### config.mk
export PLATFORM = sky130hd
export DESIGN_NAME = sys_reset_gen
export DESIGN_NICKNAME = d
export VERILOG_FILES = /design/src/rtl/rstgen_pkg.sv /design/src/rtl/rstgen_sync.sv /design/src/rtl/rstgen_stretch.sv /design/src/rtl/rstgen_cause.sv /design/src/rtl/sys_reset_gen.sv
export SDC_FILE = /design/constraint.sdc
export NUM_CORES = 1
export LEC_CHECK = 0
export BUFFER_PORTS_ARGS = -buffer_cell sky130_fd_sc_hd__buf_4
export CORE_MARGIN = 10
export CORE_UTILIZATION = 55
export DETAILED_ROUTE_END_ITERATION = 10
export PLACE_DENSITY_LB_ADDON = 0.25
export SYNTH_ARGS = -nofsm -noshare
export SYNTH_HDL_FRONTEND = slang
export SYNTH_SLANG_ARGS = --single-unit
### constraint.sdc
create_clock -name clk -period 2.9 [get_ports clk]
set_input_delay 0.29 -clock clk [delete_from_list [all_inputs] [get_ports clk]]
set_output_delay 0.29 -clock clk [all_outputs]
set_load 0.01 [all_outputs]
### src/rtl/rstgen_pkg.sv
package rstgen_pkg;

  localparam int CAUSE_W = 5;
  localparam int CB_POR  = 0;
  localparam int CB_WDG  = 1;
  localparam int CB_LOCK = 2;
  localparam int CB_SW   = 3;
  localparam int CB_PAD  = 4;

  localparam logic [CAUSE_W-1:0] CAUSE_AT_POR = 5'b00001;

  // Next value of a stretch counter: reload on request, otherwise count down to zero.
  function automatic int unsigned stretch_next(input int unsigned cur,
                                               input logic load,
                                               input int unsigned full);
    if (load)
      return full;
    else if (cur != 0)
      return cur - 1;
    else
      return 0;
  endfunction

  // Sticky merge of new events into the cause record.
  function automatic logic [CAUSE_W-1:0] cause_merge(input logic [CAUSE_W-1:0] old,
                                                     input logic clr,
                                                     input logic [CAUSE_W-1:0] ev);
    return (clr ? '0 : old) | ev;
  endfunction

endpackage

### src/rtl/rstgen_sync.sv
module rstgen_sync #(
  parameter int STAGES  = 2,
  parameter bit RST_VAL = 1'b0
) (
  input  logic clk,
  input  logic arst,
  input  logic d,
  output logic q
);

  logic [STAGES-1:0] sh_q;

  always_ff @(posedge clk or posedge arst) begin
    if (arst)
      sh_q <= {STAGES{RST_VAL}};
    else
      sh_q <= {sh_q[STAGES-2:0], d};
  end

  assign q = sh_q[STAGES-1];

endmodule

### src/rtl/rstgen_stretch.sv
module rstgen_stretch
  import rstgen_pkg::*;
#(
  parameter int unsigned PULSE_CYC = 320
) (
  input  logic clk,
  input  logic arst,
  input  logic hold,
  input  logic trig,
  output logic active
);

  localparam int CNT_W = $clog2(PULSE_CYC + 1);
  localparam logic [CNT_W-1:0] CNT_FULL = CNT_W'(PULSE_CYC);

  logic [CNT_W-1:0] cnt_q;
  logic [CNT_W-1:0] cnt_d;
  logic             load;

  assign load  = hold | trig;
  assign cnt_d = CNT_W'(stretch_next(32'(cnt_q), load, PULSE_CYC));

  always_ff @(posedge clk or posedge arst) begin
    if (arst)
      cnt_q <= CNT_FULL;
    else
      cnt_q <= cnt_d;
  end

  assign active = (cnt_q != '0);

  AST_STRETCH_LOAD: assert property (@(posedge clk) disable iff (arst)
    trig |=> (cnt_q == CNT_FULL));

  AST_STRETCH_HELD: assert property (@(posedge clk) disable iff (arst)
    (active && !trig && !hold) |=> (cnt_q < CNT_FULL));

endmodule

### src/rtl/rstgen_cause.sv
module rstgen_cause
  import rstgen_pkg::*;
(
  input  logic               clk,
  input  logic               arst,
  input  logic               clr,
  input  logic [CAUSE_W-1:0] ev,
  output logic [CAUSE_W-1:0] cause
);

  logic [CAUSE_W-1:0] cause_q;

  always_ff @(posedge clk or posedge arst) begin
    if (arst)
      cause_q <= CAUSE_AT_POR;
    else
      cause_q <= cause_merge(cause_q, clr, ev);
  end

  assign cause = cause_q;

  AST_CAUSE_CLEAR: assert property (@(posedge clk) disable iff (arst)
    (clr && (ev == '0)) |=> (cause_q == '0));

  AST_CAUSE_STICKY: assert property (@(posedge clk) disable iff (arst)
    !clr |=> ((cause_q & $past(cause_q)) == $past(cause_q)));

  AST_CAUSE_WDG: assert property (@(posedge clk) disable iff (arst)
    ev[CB_WDG] |=> cause_q[CB_WDG]);

endmodule

### src/rtl/sys_reset_gen.sv
module sys_reset_gen
  import rstgen_pkg::*;
#(
  parameter int unsigned PULSE_CYC   = 320,
  parameter int          SYNC_STAGES = 2
) (
  input  logic               clk,
  input  logic               supply_low,
  input  logic               wdg_expire,
  input  logic               cpu_lockup,
  input  logic               dbg_attached,
  input  logic               sw_rst_req,
  input  logic               pad_in,
  input  logic               cause_clr,
  output logic               por_rst_n,
  output logic               sys_rst_n,
  output logic               pad_drive_low,
  output logic [CAUSE_W-1:0] rst_cause
);

  // Named internal events
  logic                   lock_eff;
  logic                   int_trig;
  logic                   pad_sync;
  logic                   pad_echo_mask;
  logic                   pad_seen;
  logic                   stretch_on;
  logic [SYNC_STAGES-1:0] drv_hist_q;
  logic [CAUSE_W-1:0]     cause_ev;

  // Power-on reset: asynchronous assert, synchronised release
  rstgen_sync #(.STAGES(SYNC_STAGES), .RST_VAL(1'b0)) u_por_sync (
    .clk  (clk),
    .arst (supply_low),
    .d    (1'b1),
    .q    (por_rst_n)
  );

  // External pad readback, idle high
  rstgen_sync #(.STAGES(SYNC_STAGES), .RST_VAL(1'b1)) u_pad_sync (
    .clk  (clk),
    .arst (supply_low),
    .d    (pad_in),
    .q    (pad_sync)
  );

  assign lock_eff = cpu_lockup & ~dbg_attached;
  assign int_trig = wdg_expire | sw_rst_req | lock_eff;

  rstgen_stretch #(.PULSE_CYC(PULSE_CYC)) u_stretch (
    .clk    (clk),
    .arst   (supply_low),
    .hold   (~por_rst_n),
    .trig   (int_trig),
    .active (stretch_on)
  );

  // History of the block's own drive, as long as the synchroniser latency
  always_ff @(posedge clk or posedge supply_low) begin
    if (supply_low)
      drv_hist_q <= '1;
    else
      drv_hist_q <= {drv_hist_q[SYNC_STAGES-2:0], stretch_on};
  end

  assign pad_echo_mask = stretch_on | (|drv_hist_q);
  assign pad_seen      = ~pad_sync & ~pad_echo_mask;

  assign pad_drive_low = stretch_on;
  assign sys_rst_n     = por_rst_n & ~stretch_on & ~pad_seen;

  always_comb begin
    cause_ev          = '0;
    cause_ev[CB_POR]  = ~por_rst_n;
    cause_ev[CB_WDG]  = wdg_expire;
    cause_ev[CB_LOCK] = lock_eff;
    cause_ev[CB_SW]   = sw_rst_req;
    cause_ev[CB_PAD]  = pad_seen;
  end

  rstgen_cause u_cause (
    .clk   (clk),
    .arst  (supply_low),
    .clr   (cause_clr),
    .ev    (cause_ev),
    .cause (rst_cause)
  );

  AST_LOCK_MASKED: assert property (@(posedge clk) disable iff (supply_low)
    $rose(rst_cause[CB_LOCK]) |-> $past(!dbg_attached));

  AST_INT_RESETS: assert property (@(posedge clk) disable iff (supply_low)
    int_trig |=> !sys_rst_n);

  AST_PAD_NOT_ECHO: assert property (@(posedge clk) disable iff (supply_low)
    $rose(rst_cause[CB_PAD]) |-> !$past(pad_drive_low));

  AST_POR_STAYS: assert property (@(posedge clk) disable iff (supply_low)
    por_rst_n |=> por_rst_n);

endmodule

==> flow_summary.yaml, run 1 <==
clock_network:
  post_cts_buffers: 0
  cts_sinks: 20
  htreeDepth: 1
  cts_hold_buf: 0
  cts_buffers: 3
  clock_path_buffers: 2
  worstSkewPairLatency_ns: 0.30
  root_buffer: "clkbuf_4"
  clk_pin_slew_ns: 0.11
  ctsResizeCount: 0
  cts_tree: "yes"
floorplanning:
  ios: 16
  core_um2: 1350
  die_area_um2: 3420
  die-width_um: 58.5
  die_h_um: 58.5
  rows: 13
  start_util: 0.603
place:
  dp.cells: 97
  gp_congestion: 0.795
  dpl_cell_area_um2: 946
  hpwl_um: 1170
  place_ws_ns: 0.792
  port_buffers: 15
synthesis:
  synth_area_per_cell_um2: 12.2
  synth_edf_count: 0
  synthFlopType: "dfrtp_1"
  synth_seq_area_share: 0.625
  synth_top_family_by_area: "simple AND/OR/NAND/NOR gates"
  synthMuxAreaShare: 0
  yosys.area_share.adder: 0.0154
  async_flop_share: 1.00
  synth_common_cells: "dfrtp_1, dfstp_2, inv_1, nor3_1"
  netlist.area_leader.share: 0.399
  synthCells: 67
  synthesis.area_um2: 815
  synth.most_common_cell: "dfrtp_1"
  synth_area_leaders: "dfrtp_1, dfstp_2, nor3_1, inv_1, xnor2_1"
  synthXorXnorAreaFrac: 0.0323
  yosysWarnings: 0
  yosys.area_share.simple: 0.190
  synth_compound_area_frac: 0.0998
  yosysTopAreaCell: "dfrtp_1"
  synth.distinct_cells: 28
  ys_ff_latch: 20
  syn-num-nets: 76
global_routing:
  grt_antenna_before_repair: 0
  grt_max_degree: 21
  groute.usage.overall: 0.102
  grt_pass1_vias: 555
  grt_pass1_wl_um: 2640
  gr-total-overflow: 0
worst_setup_path:
  crit_chain: "inv_1 -> ha_1 -> or4b_2 -> nor2_4 -> and3_1 -> buf_4"
  r2r_cells: 6
  path_class: "reg2out"
  path_max_fanout: 7
  end_kind: "primary output"
  crit_family: "simple AND/OR/NAND/NOR gates"
  critical_path_buf_inv_count: 2
  max_stage_delay_ns: 0.68
  worstSetupStartpoint: "u_stretch.cnt_q[0]$_DFF_PP0_"
  worstPathArrival_ns: 2.17
  path_depth: 6
  startpoint_type: "flip-flop"
  r2r_end: "u_cause.cause[4]$_DFF_PP0_"
  r2r-start: "u_stretch.cnt_q[0]$_DFF_PP0_"
  r2r_slack_ns: 1.00
  worstPathRequired_ns: 2.61
  cp_slowest_cell: "or4b_2"
  crit_end: "sys_rst_n"
timing:
  hold_violations: 0
  tightest_slew_ns: 0.692
  max_slew_margin: 0.538
  fin_crit_ns: 2.46
  slew_viol_final: 0
  fin_crit_sh: 0.850
  skew_ns: 0.00554
  hold-worst-slack_ns: 0.0862
  setup_violations: 0
  final.setup.tns_ns: 0
  achievable-frequency_mhz: 406
  timing.final.ws_setup_ns: 0.436
  rsz0062_at_grt: "no"
pwr:
  swShare: 0.230
  p_sw_mw: 0.118
  leakage_nw: 0.454
  internal_power_mw: 0.396
  p_comb_frac: 0.106
  fin_total_pwr_mw: 0.514
  power_density_nw_per_um2: 523
  power_frac_clock: 0.311
  p_seq_frac: 0.583
  ir_drop_v: 0.000404
route:
  wl_met3_um: 73
  routed_wl_um: 1530
  detail-route-antenna-nets: 0
  num_vias: 544
  avgViaCountPerCell: 5.39
  dr.pass1.iters: 2
  wl_met1_um: 686
  post-route-drc-count: 0
  dr.max_layer_used: "met4"
  wl_per_cell_um: 15.1
  drt_iter0_markers: 3
  met2_length_um: 735
layout:
  area.growth.synth_to_final_pct: 20.6
  fin_nets: 96
  fin_area_um2: 982
  finalNonFillerCells: 101
  layout-drive-gt1-share: 0.372
  final_util: 0.728
  num_antenna_cells: 0
hold_path:
  hp-class: "in2async"
run_status:
  status: "finished, final reports clean"
run:
  max-cap-violations: 0
## power by group through the flow
stage	clock, mW	combinational [mW]	sequential, mW
2_1_floorplan	0	0.0303	0.306
3_3_place_gp	0	0.0538	0.304
3_5_place_dp	0	0.0544	0.305
4_1_cts	0.161	0.0555	0.300
5_1_grt	0.180	0.0598	0.302
6_report	0.160	0.0545	0.300
## worst reg2reg max path, cell delays in order, from the launching register on
cell and delay, ns:
dfrtp_1 0.42, inv_1 0.07, ha_1 0.22, or4b_2 0.68
nor2_4 0.20, inv_1 0.10, o2bb2ai_1 0.15
## flip-flops by register name, indices dropped and copies added (netlist names)
name and count:
u_pad_sync.sh_q 2, u_cause.cause 5, drv_hist_q 2, u_por_sync.sh_q 2
u_stretch.cnt_q 9
## final cells by class
type | count | area, um^2
Clock buffer | 4 | 36.3
Fill cell | 99 | 368
Inverter | 7 | 26.3
Multi-Input combinational cell | 40 | 279
Sequential cell | 20 | 509
Tap cell | 15 | 18.8
Timing Repair Buffer | 15 | 113
## placed cells by master, fill, tap and decap left out
| master | count |
|---|---|
| a211o_2 | 1 |
| a21o_1 | 2 |
| a21oi_1 | 2 |
| and3_1 | 1 |
| buf_4 | 15 |
| clkbuf_4 | 3 |
| clkbuf_8 | 1 |
| conb_1 | 1 |
| dfrtp_1 | 13 |
| dfstp_2 | 7 |
| ha_1 | 1 |
| inv_1 | 7 |
| nand2b_1 | 2 |
| nand3_1 | 1 |
| nand3b_1 | 1 |
| nor2_1 | 2 |
| nor2_4 | 1 |
| nor3_1 | 7 |
| nor3b_1 | 1 |
| nor4b_1 | 1 |
| o211ai_1 | 1 |
| o21ai_0 | 3 |
| o2bb2ai_1 | 1 |
| o31ai_1 | 2 |
| or2b_2 | 1 |
| or3_1 | 1 |
| or3_2 | 1 |
| or4_4 | 1 |
| or4b_1 | 1 |
| or4b_2 | 1 |
| xnor2_1 | 3 |
## how the worst min path moves through the flow
stage	start	endpoint	slack (ns)	cells after the start
after global placement	u_por_sync.sh_q[0]$_DFF_PP0_	u_por_sync.sh_q[1]$_DFF_PP0_	0.34	0
after detailed placement	u_por_sync.sh_q[0]$_DFF_PP0_	u_por_sync.sh_q[1]$_DFF_PP0_	0.34	0
after global routing	pad_in	u_pad_sync.sh_q[0]$_DFF_PP1_	0.06	1
final	supply_low	u_stretch.cnt_q[3]$_DFF_PP0_	0.09	2
after CTS	pad_in	u_pad_sync.sh_q[0]$_DFF_PP1_	0.08	1
after floorplan	supply_low	u_cause.cause[1]$_DFF_PP0_	0.25	1
## cell families after synthesis
logic type	Yosys count
AND/OR/NAND/NOR	23
flip-flops	20
AO/OA/AOI/OAI	12
buffers and inverters	7
XOR/XNOR	3
adder cells (fa/ha/maj)	1
other	1
## metal layers
layer  GRT usage  up-vias
met5           0        -
met4      0.0503        0
met3      0.0429        5
met2       0.161        9
met1       0.114      257
li1            -      273
No activity file was read; power rests on OpenSTA's default activity.
==> run 2: changes to the inputs <==
- ABC_AREA: unset -> 1
- CORE_UTILIZATION: 55 -> 47
- clock period: 2.9 -> 2.1 ns (I/O delays scaled with it)
==> run 2 against run 1 <==
Effect of this change: critical endpoint unchanged; highest routed layer unchanged; first-iteration DRC count is 100% higher; core utilization is 11 points lower; global-route usage is 2.7 points lower; register-to-register slack worse by 0.25 ns; sequential share of layout area is 4.2 points lower; sequential cell count stayed put; wire length is 6.6% lower; non-clock buffer count is 1 higher; critical path type unchanged; largest cell class unchanged; clock power is 94% higher.
==> flow_summary.yaml, run 2 <==
run_status:
  status: "finished, final reports clean"
clock_network:
  root_buffer: "clkbuf_4"
  clk_pin_slew_ns: 0.12
  ctsResizeCount: 0
  clock_path_buffers: 2
  cts_tree: "yes"
  htreeDepth: 1
  cts_buffers: 3
  worstSkewPairLatency_ns: 0.30
  cts_sinks: 20
place:
  port_buffers: 15
  dp.cells: 133
  dpl_cell_area_um2: 1010
  gp_congestion: 0.774
  hpwl_um: 1100
pwr:
  power_density_nw_per_um2: 757
  leakage_nw: 0.561
  fin_total_pwr_mw: 0.809
  ir_drop_v: 0.000538
synthesis:
  synth.distinct_cells: 18
  synthMuxAreaShare: 0
  synthFlopType: "dfrtp_1"
  synthCells: 93
  synth_compound_area_frac: 0.0276
  yosysTopAreaCell: "dfrtp_1"
  synth_edf_count: 0
  syn-num-nets: 102
  yosysWarnings: 0
  synth.most_common_cell: "nand2_1"
  async_flop_share: 1.00
  synthXorXnorAreaFrac: 0.0305
  synth_top_family_by_area: "simple AND/OR/NAND/NOR gates"
  netlist.area_leader.share: 0.377
  synth_common_cells: "nand2_1, inv_1, dfrtp_1, nor2_1, dfstp_2"
  yosys.area_share.simple: 0.267
  yosys.area_share.adder: 0.0145
  synth_seq_area_share: 0.591
  synth_area_leaders: "dfrtp_1, dfstp_2, nand2_1, inv_1, nor2_1"
  ys_ff_latch: 20
  synth_area_per_cell_um2: 9.27
  synthesis.area_um2: 862
layout:
  finalNonFillerCells: 138
  largest-register: "u_stretch.cnt_q"
  final_common_cell: "nand2_1"
  area.growth.synth_to_final_pct: 23.9
  final_util: 0.619
  layout-drive-gt1-share: 0.301
  largest_reg_flops: 9
  layout_common_cells: "nand2_1, buf_4, inv_1"
  num_antenna_cells: 0
  fin_area_um2: 1070
  fin_nets: 123
global_routing:
  grt_pass1_wl_um: 2380
  gr-total-overflow: 0
  grt_max_degree: 21
  grt_antenna_before_repair: 0
  groute.usage.overall: 0.0745
  grt_pass1_vias: 562
timing:
  rsz0062_at_grt: "no"
  achievable-frequency_mhz: 556
  tightest_slew_ns: 0.711
  hold_violations: 0
  skew_ns: 0.00621
  max_slew_margin: 0.526
  final.setup.tns_ns: 0
  slew_viol_final: 0
  fin_crit_ns: 1.80
  setup_violations: 0
  fin_crit_sh: 0.857
floorplanning:
  die-width_um: 62.8
  start_util: 0.499
  core_um2: 1730
  die_area_um2: 3950
  die_h_um: 62.8
  ios: 16
  rows: 15
worst_setup_path:
  worstPathRequired_ns: 1.89
  r2r_cells: 7
  worstPathArrival_ns: 1.59
  path_max_fanout: 6
  end_kind: "primary output"
  path_class: "reg2out"
  startpoint_type: "flip-flop"
route:
  routed_wl_um: 1430
  detail-route-antenna-nets: 0
  post-route-drc-count: 0
  num_vias: 586
  drt_iter0_markers: 6
  dr.pass1.iters: 2
  wl_per_cell_um: 10.3
  avgViaCountPerCell: 4.25
run:
  max-cap-violations: 0
hold_path:
  hp-class: "in2async"
==> run 2: worst paths after layout <==
path / start / endpoint / slack (ns)
setup reg to reg: u_stretch.cnt_q[0]$_DFF_PP0_ / u_stretch.cnt_q[1]$_DFF_PP0_ / 0.75
hold reg to reg: u_por_sync.sh_q[0]$_DFF_PP0_ / u_por_sync.sh_q[1]$_DFF_PP0_ / 0.36
hold / removal: supply_low / u_cause.cause[1]$_DFF_PP0_ / 0.01
setup / recovery: u_stretch.cnt_q[0]$_DFF_PP0_ / sys_rst_n / 0.30
max in group asynchronous: supply_low / u_stretch.cnt_q[5]$_DFF_PP0_ / 1.63
min in group clk: dbg_attached / u_cause.cause[2]$_DFF_PP0_ / 0.09
==> run 2: cells by family after synthesis <==
| kind of cell | Yosys count |
|---|---|
| AO/OA/AOI/OAI | 4 |
| buffers and inverters | 15 |
| adder cells (fa/ha/maj) | 1 |
| other | 1 |
| AND/OR/NAND/NOR | 49 |
| flip-flops | 20 |
| XOR/XNOR | 3 |
==> run 2: per-layer routing <==
| layer | vias to the layer above | track usage | routed length, um | share of wire |
|---|---|---|---|---|
| met5 | - | 0 | 0 | 0 |
| met4 | 0 | 0.0475 | 21 | 0.015 |
| met3 | 4 | 0.0269 | 62 | 0.044 |
| met2 | 8 | 0.118 | 685 | 0.48 |
| met1 | 254 | 0.0826 | 655 | 0.46 |
| li1 | 320 | - | - | - |
==> run 2: critical path, cell delays in order (launching register included) <==
cell and delay (ns):
dfrtp_1 0.40, inv_1 0.08, ha_1 0.22, nand2_1 0.08, nor2_2 0.15, nand3_4 0.13, nor2_1 0.11, buf_4 0.13
==> run 2: metrics by stage <==
step                      setup WS [ns]  hold WS, ns
after global placement            0.654        0.318
final                             0.300       0.0145
after floorplan                   0.706        0.169
after detailed placement          0.625        0.319
after CTS                         0.278       0.0339
after global routing              0.165       0.0541
==> run 2: layout make-up <==
class	count	area, um^2
tap	25	31.3
inverter	15	56.3
fill	154	658
timing repair buffer	16	123
clock buffer	3	22.5
clock inverter	1	30.0
multi-input combinational	58	297
sequential	20	509
==> run 2: power by group <==
part | internal, mW | total, mW | switching [mW]
logic | 0.0379 | 0.0863 | 0.0484
registers | 0.403 | 0.412 | 0.00909
clock network | 0.193 | 0.311 | 0.118
==> run 2: repair_timing <==
| item | CTS | global route |
|---|---|---|
| setup buffers | 0 | 0 |
| hold endpoints to repair | 1 | 0 |
| hold buffers | 1 | 0 |
==> run 3: changes to the inputs <==
- CORE_MARGIN: 10 -> 4
==> run 3 against run 2 <==
Effect of this change: sequential cell count did not move; critical path depth unchanged; total power down 17%; non-clock buffer count unchanged.
==> flow_summary.yaml, run 3 (synthesis results as in run 2) <==
clock_network:
  worstSkewPairLatency_ns: 0.29
  ctsResizeCount: 0
  clock_path_buffers: 2
  root_buffer: "clkbuf_4"
  post_cts_buffers: 0
  cts_hold_buf: 0
  cts_sinks: 20
  cts_buffers: 3
  cts_tree: "yes"
  htreeDepth: 1
  clk_pin_slew_ns: 0.11
floorplanning:
  rows: 15
  die_h_um: 50.8
  ios: 16
  core_um2: 1730
  die_area_um2: 2580
  start_util: 0.499
  die-width_um: 50.8
layout:
  area.growth.synth_to_final_pct: 20.9
  final_common_cell: "nand2_1"
  layout-drive-gt1-share: 0.292
  largest_reg_flops: 9
  fin_nets: 123
  num_antenna_cells: 0
  largest-register: "u_stretch.cnt_q"
  layout_common_cells: "nand2_1, buf_4, inv_1"
worst_setup_path:
  max_stage_delay_ns: 0.39
  path_class: "reg2out"
  startpoint_type: "flip-flop"
  critical_path_buf_inv_count: 2
  worstPathArrival_ns: 1.57
  cp_slowest_cell: "dfrtp_1"
  end_kind: "primary output"
  crit_family: "simple AND/OR/NAND/NOR gates"
  crit_chain: "inv_1 -> ha_1 -> nand2_1 -> nor2_2 -> nand3_4 -> nor2_1 -> buf_4"
  path_max_fanout: 6
  worstPathRequired_ns: 1.89
timing:
  setup_violations: 0
  slew_viol_final: 0
  hold_violations: 0
  final.setup.tns_ns: 0
  rsz0062_at_grt: "no"
  fin_crit_sh: 0.847
  achievable-frequency_mhz: 562
  fin_crit_ns: 1.78
  skew_ns: 0.0135
  tightest_slew_ns: 0.695
  hold-worst-slack_ns: 0.0189
  max_slew_margin: 0.536
pwr:
  power_density_nw_per_um2: 648
  ir_drop_v: 0.000545
  leakage_nw: 0.548
hold_path:
  hp-class: "in2async"
route:
  num_vias: 587
  dr.pass1.iters: 1
  wl_per_cell_um: 9.44
  post-route-drc-count: 0
  detail-route-antenna-nets: 0
  drt_iter0_markers: 0
  routed_wl_um: 1300
  avgViaCountPerCell: 4.25
run:
  max-cap-violations: 0
global_routing:
  grt_pass1_vias: 589
  groute.usage.overall: 0.128
  grt_pass1_wl_um: 2420
  grt_max_degree: 21
  grt_antenna_before_repair: 0
  gr-total-overflow: 0
run_status:
  status: "finished, final reports clean"
place:
  port_buffers: 15
  gp_congestion: 0.789
  hpwl_um: 1050
## run 3: layer usage
metal	share of wire	global-route usage	vias to the layer above
met5	0	0	-
met4	0.010	0.0448	0
met3	0.042	0.0466	2
met2	0.46	0.220	8
met1	0.48	0.145	257
li1	-	-	320
## run 3: stage by stage
| stage | worst slack, ns | std cells | cell area [um^2] | utilization | power [mW] |
|---|---|---|---|---|---|
| CTS | 0.294 | 137 | 1030 | 0.598 | 0.686 |
| global route | 0.152 | 138 | 1040 | 0.604 | 0.722 |
| floorplan | 0.706 | 93 | 862 | - | 0.474 |
| global placement | 0.654 | 133 | 1010 | 0.583 | 0.503 |
| detailed placement | 0.625 | 133 | 1010 | 0.583 | 0.505 |
| finish | 0.322 | 138 | 1040 | 0.604 | 0.675 |
## run 3: final cells by class
| type | instances | area [um^2] |
|---|---|---|
| fillers | 161 | 684 |
| flip-flops and latches | 20 | 509 |
| multi-input cells | 58 | 297 |
| repair buffers | 16 | 123 |
| inverters | 15 | 56.3 |
| well taps | 25 | 31.3 |
| clock buffers | 4 | 26.3 |
## run 3: final timing paths
path                                                   start                            to  slack, ns  depth (start not counted)
min in group clk                                  wdg_expire    u_cause.cause[1]$_DFF_PP0_       0.12                          3
max in group asynchronous                         supply_low  u_stretch.cnt_q[0]$_DFF_PP0_       1.63                          2
worst min-delay path                              supply_low  u_stretch.cnt_q[5]$_DFF_PP0_       0.02                          2
worst max-delay path            u_stretch.cnt_q[0]$_DFF_PP0_                     sys_rst_n       0.32                          7
worst min register to register  u_pad_sync.sh_q[0]$_DFF_PP1_  u_pad_sync.sh_q[1]$_DFF_PP1_       0.36                          0
worst max register to register  u_stretch.cnt_q[0]$_DFF_PP0_  u_stretch.cnt_q[0]$_DFF_PP0_       0.76                          7
## run 3: power by group
group          internal, mW  switching, mW  total [mW]
clock network        0.0737          0.103       0.177
logic                0.0379         0.0475      0.0854
registers             0.403        0.00921       0.412
total                 0.515          0.160       0.675
